===== config.mk =====
export PLATFORM = sky130hd
export DESIGN_NAME = pds_downscaler
export DESIGN_NICKNAME = d
export VERILOG_FILES = /design/src/rtl/pds_pkg.sv /design/src/rtl/pds_cfg.sv /design/src/rtl/pds_luma_fir.sv /design/src/rtl/pds_decim.sv /design/src/rtl/pds_downscaler.sv
export SDC_FILE = /design/constraint.sdc
export NUM_CORES = 1
export LEC_CHECK = 0
export ABC_AREA = 1
export BUFFER_PORTS_ARGS = -buffer_cell sky130_fd_sc_hd__buf_2
export CAP_MARGIN = 20
export CORE_MARGIN = 5
export CORE_UTILIZATION = 35
export DETAILED_ROUTE_END_ITERATION = 16
export PLACE_DENSITY = 0.51
export REMOVE_ABC_BUFFERS = 1
export SLEW_MARGIN = 20
export SYNTH_ARGS = -nofsm -noshare
export SYNTH_HDL_FRONTEND = slang
export SYNTH_SLANG_ARGS = --single-unit

===== constraint.sdc =====
create_clock -name clk -period 17.3 [get_ports clk]
set_input_delay 2.595 -clock clk [delete_from_list [all_inputs] [get_ports clk]]
set_output_delay 2.595 -clock clk [all_outputs]
set_load 0.01 [all_outputs]

===== src/rtl/pds_pkg.sv =====
// Shared constants and types for the pixel-dropping downscaler.
// Assumes a 32-bit register word; the field positions below are fixed.
package pds_pkg;
    localparam int FACT_W      = 4;  // width of the drop factor m
    localparam int TAPS        = 4;  // luma filter length
    localparam int COEF_W      = 4;  // bits per filter coefficient
    localparam int COEF_STRIDE = 8;  // spacing of coefficients in the word
    localparam int EN_BIT      = 0;
    localparam int FACT_LSB    = 1;
    localparam int DENSE_BIT   = 6;

    // Settings that govern one line
    typedef struct packed {
        logic              dense;   // 1: keep m of m+1, 0: keep 1 of m+1
        logic [FACT_W-1:0] factor;  // m
        logic              enable;
    } pds_ctrl_t;
endpackage


===== src/rtl/pds_cfg.sv =====
// Staging and active copies of the control and coefficient words.
// Writes land in the staging copy. A line start copies the staging copy
// into the active one, and the line-start pixel already uses the staged values.
// Assumes REG_W covers the highest coefficient field.
module pds_cfg
    import pds_pkg::*;
#(
    parameter int REG_W = 32
) (
    input  logic                        clk,
    input  logic                        rst_n,
    input  logic                        wr_en,
    input  logic                        wr_sel,
    input  logic [REG_W-1:0]            wr_data,
    input  logic                        line_start,
    output pds_ctrl_t                   cfg_ctrl,
    output logic [TAPS-1:0][COEF_W-1:0] cfg_coef
);
    pds_ctrl_t                   stg_ctrl, act_ctrl, wr_ctrl;
    logic [TAPS-1:0][COEF_W-1:0] stg_coef, act_coef, wr_coef;
    logic                        unused_wr_bits;

    // Pull the control fields out of the write data
    always_comb begin
        wr_ctrl.enable = wr_data[EN_BIT];
        wr_ctrl.factor = wr_data[FACT_LSB +: FACT_W];
        wr_ctrl.dense  = wr_data[DENSE_BIT];
    end

    // Pull each coefficient out of its own byte lane
    for (genvar k = 0; k < TAPS; k++) begin : g_coef
        assign wr_coef[k] = wr_data[k*COEF_STRIDE +: COEF_W];
    end

    assign unused_wr_bits = ^wr_data;

    // Staging copy: written by the port
    always_ff @(posedge clk) begin
        if (!rst_n) begin
            stg_ctrl <= '0;
            stg_coef <= '0;
        end else if (wr_en) begin
            if (wr_sel) stg_coef <= wr_coef;
            else        stg_ctrl <= wr_ctrl;
        end
    end

    // Active copy: refreshed only at a line start
    always_ff @(posedge clk) begin
        if (!rst_n) begin
            act_ctrl <= '0;
            act_coef <= '0;
        end else if (line_start) begin
            act_ctrl <= stg_ctrl;
            act_coef <= stg_coef;
        end
    end

    assign cfg_ctrl = line_start ? stg_ctrl : act_ctrl;
    assign cfg_coef = line_start ? stg_coef : act_coef;
endmodule


===== src/rtl/pds_luma_fir.sv =====
// Four-tap luma FIR filter with saturation; the result is combinational.
// Tap index 0 weights the newest pixel. At a line start, every older tap
// takes the current pixel's value. History advances only on valid pixels.
module pds_luma_fir
    import pds_pkg::*;
#(
    parameter int DATA_W = 8
) (
    input  logic                        clk,
    input  logic                        rst_n,
    input  logic                        pix_valid,
    input  logic                        pix_sol,
    input  logic [DATA_W-1:0]           pix_luma,
    input  logic [TAPS-1:0][COEF_W-1:0] coef,
    output logic [DATA_W-1:0]           filt_luma
);
    localparam int PROD_W = DATA_W + COEF_W;
    localparam int SUM_W  = PROD_W + $clog2(TAPS);
    localparam int SHR_W  = SUM_W - COEF_W;

    logic [DATA_W-1:0] hist [TAPS-1];
    logic [DATA_W-1:0] win  [TAPS];
    logic [PROD_W-1:0] prod [TAPS];
    logic [SUM_W-1:0]  acc;
    logic [SHR_W-1:0]  shr;

    assign win[0] = pix_luma;
    for (genvar k = 1; k < TAPS; k++) begin : g_win
        assign win[k] = pix_sol ? pix_luma : hist[k-1];
    end

    for (genvar k = 0; k < TAPS; k++) begin : g_mul
        assign prod[k] = PROD_W'(win[k]) * PROD_W'(coef[k]);
    end

    // Add up the weighted taps
    always_comb begin
        acc = '0;
        for (int k = 0; k < TAPS; k++) acc = acc + SUM_W'(prod[k]);
    end

    assign shr       = acc[SUM_W-1:COEF_W];
    assign filt_luma = (|shr[SHR_W-1:DATA_W]) ? '1 : shr[DATA_W-1:0];

    // Move the history along by one pixel
    always_ff @(posedge clk) begin
        if (!rst_n) begin
            for (int k = 0; k < TAPS-1; k++) hist[k] <= '0;
        end else if (pix_valid) begin
            hist[0] <= pix_luma;
            for (int k = 1; k < TAPS-1; k++) hist[k] <= win[k];
        end
    end
endmodule


===== src/rtl/pds_decim.sv =====
// Keep/drop decision from a position counter modulo factor+1.
// Sparse form keeps position 0; dense form drops position factor.
// The counter restarts at a line start and advances on valid pixels only.
module pds_decim #(
    parameter int FACT_W = 4
) (
    input  logic              clk,
    input  logic              rst_n,
    input  logic              pix_valid,
    input  logic              pix_sol,
    input  logic [FACT_W-1:0] factor,
    input  logic              dense,
    output logic              keep
);
    logic [FACT_W-1:0] pos, cur;
    logic              at_end;

    assign cur    = pix_sol ? '0 : pos;
    assign at_end = (cur == factor);
    assign keep   = dense ? !at_end : (cur == '0);

    // Step through the group, wrapping after position factor
    always_ff @(posedge clk) begin
        if (!rst_n)         pos <= '0;
        else if (pix_valid) pos <= at_end ? '0 : cur + 1'b1;
    end
endmodule


===== src/rtl/pds_downscaler.sv =====
// Top of the horizontal downscaler. It ties together the settings store,
// the luma filter and the drop decision, and registers kept pixels.
// Assumes in_sol matters only when in_valid is high. Latency is one cycle.
module pds_downscaler
    import pds_pkg::*;
#(
    parameter int DATA_W = 8,
    parameter int REG_W  = 32
) (
    input  logic              clk,
    input  logic              rst_n,
    input  logic              cfg_wr,
    input  logic              cfg_sel,
    input  logic [REG_W-1:0]  cfg_wdata,
    input  logic              in_valid,
    input  logic              in_sol,
    input  logic [DATA_W-1:0] in_luma,
    input  logic [DATA_W-1:0] in_chroma,
    output logic              out_valid,
    output logic [DATA_W-1:0] out_luma,
    output logic [DATA_W-1:0] out_chroma
);
    pds_ctrl_t                   cfg_ctrl;
    logic [TAPS-1:0][COEF_W-1:0] cfg_coef;
    logic                        line_start, keep;
    logic [DATA_W-1:0]           filt_luma;

    assign line_start = in_valid & in_sol;

    pds_cfg #(.REG_W(REG_W)) u_cfg (
        .clk        (clk),
        .rst_n      (rst_n),
        .wr_en      (cfg_wr),
        .wr_sel     (cfg_sel),
        .wr_data    (cfg_wdata),
        .line_start (line_start),
        .cfg_ctrl   (cfg_ctrl),
        .cfg_coef   (cfg_coef)
    );

    pds_luma_fir #(.DATA_W(DATA_W)) u_fir (
        .clk       (clk),
        .rst_n     (rst_n),
        .pix_valid (in_valid),
        .pix_sol   (in_sol),
        .pix_luma  (in_luma),
        .coef      (cfg_coef),
        .filt_luma (filt_luma)
    );

    pds_decim #(.FACT_W(FACT_W)) u_decim (
        .clk       (clk),
        .rst_n     (rst_n),
        .pix_valid (in_valid),
        .pix_sol   (in_sol),
        .factor    (cfg_ctrl.factor),
        .dense     (cfg_ctrl.dense),
        .keep      (keep)
    );

    // Output register: valid strobe
    always_ff @(posedge clk) begin
        if (!rst_n) out_valid <= 1'b0;
        else        out_valid <= in_valid & (!cfg_ctrl.enable | keep);
    end

    // Output register: pixel data, updated on every accepted input
    always_ff @(posedge clk) begin
        if (!rst_n) begin
            out_luma   <= '0;
            out_chroma <= '0;
        end else if (in_valid) begin
            out_luma   <= cfg_ctrl.enable ? filt_luma : in_luma;
            out_chroma <= in_chroma;
        end
    end
endmodule


==> results.sh <==
export IMPL_drv_slew=0
export IMPL_startpoint="in_sol"
export IMPL_cts_tree="done"
export IMPL_core_area_um2=22000
export IMPL_required_ns=17.55
export IMPL_critPathCapture="out_luma[0]"
export IMPL_ant_nets=0
export IMPL_timing_hold_ws_ns=0.448
export IMPL_syn_area_per_cell_um2=7.91
export IMPL_yosysUniqueCellTypes=41
export IMPL_ys_top_cells_by_count="203 x inv_1, 187 x nor2_1, 155 x nand2_1"
export IMPL_ctsHoldBuffers=0
export IMPL_grt_max_degree=42
export IMPL_antennaDiodeCount=0
export IMPL_wl_met2_mm=8.89
export IMPL_grt_total_usage_pct=15.1
export IMPL_multi_input_area_um2=4940
export IMPL_fin_skew_ns=0.00984
export IMPL_synth_flop_cell="dfxtp_1"
export IMPL_numPortBuffers=56
export IMPL_clk_pin_slew_worst_paths_ns=0.07
export IMPL_synth_enable_flop_cells=24
export IMPL_maxCapViolations=0
export IMPL_yosysWarnings=0
export IMPL_synth_top_cell_area_share_pct=23.9
export IMPL_grt_first_pass_wirelength_mm=31.5
export IMPL_worst_r2r_endpoint="out_luma[0]"
export IMPL_hold_violations=0
export IMPL_ir_worst_vdd_uv=59.4
export IMPL_hpwl_mm=15.4
export IMPL_power_w=0.000981
export IMPL_cts_root_buffer="clkbuf_16"
export IMPL_cts_max_level=3
export IMPL_ios=71
export IMPL_status="completed"
export IMPL_rr_worst_depth=30
export IMPL_routabilityCongestion=0.823
export IMPL_antenna_found_initial=0
export IMPL_setup_viol=0
export IMPL_final_util_pct=39.8
export IMPL_tns_ns=0
export IMPL_power_density_nw_per_um2=112
export IMPL_finalCritPeriodShare_pct=63.6
export IMPL_worst_r2r_startpoint="u_fir.hist[0][3]"
export IMPL_register_area_um2=2020
export IMPL_yosysSeqAreaShare_pct=25.7
export IMPL_critical_path_most_common_cell="fa_1"
export IMPL_drt_iter0_drc=287
export IMPL_postCtsSetupBuffers=0
export IMPL_drive_gt1_share_pct=10.3
export IMPL_rows=54
export IMPL_fin_cells=1331
export IMPL_synthTopCellsByArea="fa_1 24%, dfxtp_1 17%, inv_1 9.7%"
export IMPL_post_cts_resized_instances=0
export IMPL_cp_slowest_stage_delay_ns=0.59
export IMPL_drtPass1Iterations=7
export IMPL_worst_slew_pin_slew_ns=0.809
export IMPL_clock_latency_ns=0.35
export IMPL_synthArstFlopShare_pct=0
export IMPL_min_period_ns=11.00
export IMPL_synth_largest_area_cell="fa_1"
export IMPL_crit_type="in -> reg"
export IMPL_cts_buffers=9
export IMPL_cp_max_fo=41
export IMPL_initial_utilization_pct=35.8
export IMPL_dp_cells=1315
export IMPL_layout_area_overhead_vs_synth_pct=11.2
export IMPL_die_area_um2=25600
export IMPL_clock_sinks=89
export IMPL_r2r_slack_ns=9.25
export IMPL_die_h_um=160
export IMPL_synth_seq_cells=89
export IMPL_worst_setup_path_start_kind="input port"
export IMPL_vias=6060
export IMPL_slew_limit_headroom_pct=45.9
export IMPL_post_route_drc_count=0
export IMPL_grt_overflow=0
export IMPL_netlist_area_um2=7860
export IMPL_worstPathArrival_ns=11.25
export IMPL_wl_per_cell_um=13.8
export IMPL_die_x_um=160
export IMPL_wl_met3_um=492
export IMPL_clockBufferDepth=2
export IMPL_cp_end_kind="flip-flop"
export IMPL_wirelength_mm=18.4
export IMPL_rsz0062_at_grt="false"
export IMPL_netlist_instances=994
export IMPL_yosysMostFrequentCell="inv_1"
export IMPL_cpMaxStageDelayCell="nand2_2"
export IMPL_first_global_vias=6227
export IMPL_n_fill_cell=2273
export IMPL_routed_via_density=4.55
export IMPL_p_leak_nw=4.36
export IMPL_nNetsFinal=1246
export IMPL_hold_path_class="reg -> reg"
export IMPL_fmax_mhz=90.9
export IMPL_wl_met1_mm=8.72
export IMPL_top_layer="met4"
==> worst max-delay path, delay by kind of cell <==
family	cells	cell delay (ns)
fa+ha+maj	10	4.81
simple gates	10	1.44
compound gates	5	1.22
buf+inv	6	0.80
xor+xnor	2	0.34
==> per-layer routing <==
metal	track usage, %	up-vias
met5	0	-
met4	3.91	0
met3	1.70	15
met2	25.9	75
met1	20.5	2849
li1	-	3121
==> placed cells by master, fill, tap and decap left out, drive strengths merged, types with 2 or more instances in the layout <==
cell type | netlist | final
nand2 | 159 | 159
nand4 | 3 | 3
mux2i | 2 | 2
nor2 | 188 | 188
nor3 | 5 | 5
dfxtp | 65 | 65
inv | 216 | 220
ha | 52 | 52
a22o | 8 | 8
nand3 | 18 | 18
o21bai | 3 | 3
xnor2 | 5 | 5
o21ai | 69 | 69
xor2 | 13 | 13
o21a | 2 | 2
fa | 94 | 94
o2111ai | 2 | 2
buf | 6 | 60
a21oi | 27 | 27
clkbuf | 13 | 9
clkinv | 1 | 3
or2 | 11 | 11
edfxtp | 24 | 24
==> area by class of cell <==
type / instances / area share, %
Timing Repair Buffer: 60 / 3.63
Inverter: 217 / 9.32
Clock buffer: 9 / 2.58
Tap cell: 280 / 4.01
Multi-Input combinational cell: 669 / 56.5
Clock inverter: 7 / 0.830
Sequential cell: 89 / 23.1
==> metrics by stage <==
stage	setup slack, ns	area [um2]
after floorplan	7.35	7770
after CTS	6.25	8740
after global placement	5.88	8430
after global routing	5.63	8740
after detailed placement	5.88	8440
final	6.30	8740
==> how the worst min path moves through the flow <==
stage               cells past startpoint                 to  slack (ns)         startpoint
detailed placement                      2        out_luma[6]        0.43        out_luma[6]
global placement                        2        out_luma[6]        0.44        out_luma[6]
floorplan                               2  u_cfg.stg_coef[4]        0.43  u_cfg.stg_coef[4]
CTS                                     2        out_luma[6]        0.45        out_luma[6]
global route                            2        out_luma[2]        0.47        out_luma[2]
finish                                  2        out_luma[6]        0.45        out_luma[6]
==> flip-flops by register name, indices dropped and copies added, names as in the netlist <==
signal          flops
u_cfg.act_coef     16
u_cfg.stg_coef     16
u_cfg.act_ctrl      6
out_valid           1
out_chroma          8
u_decim.pos         4
u_fir.hist         24
u_cfg.stg_ctrl      6
out_luma            8
==> where the power goes <==
group	switching (W)	leakage, nW	internal [W]
combinational	0.000337	3.42	0.000210
clock	0.0000937	0.143	0.000102
sequential	0.00000659	0.798	0.000232
==> kinds of logic after synthesis <==
logic type                 count (synthesis)  share of synthesized area [%]
and+or+nand+nor                          387                           19.7
buffers and inverters                    236                           11.5
adders and majority gates                146                           32.2
AOI/OAI and AO/OA                        116                           8.40
DFF                                       89                           25.7
xor gates and xnor gates                  18                           2.10
muxes                                      2                          0.350
No activity file was read; power rests on OpenSTA's default activity.
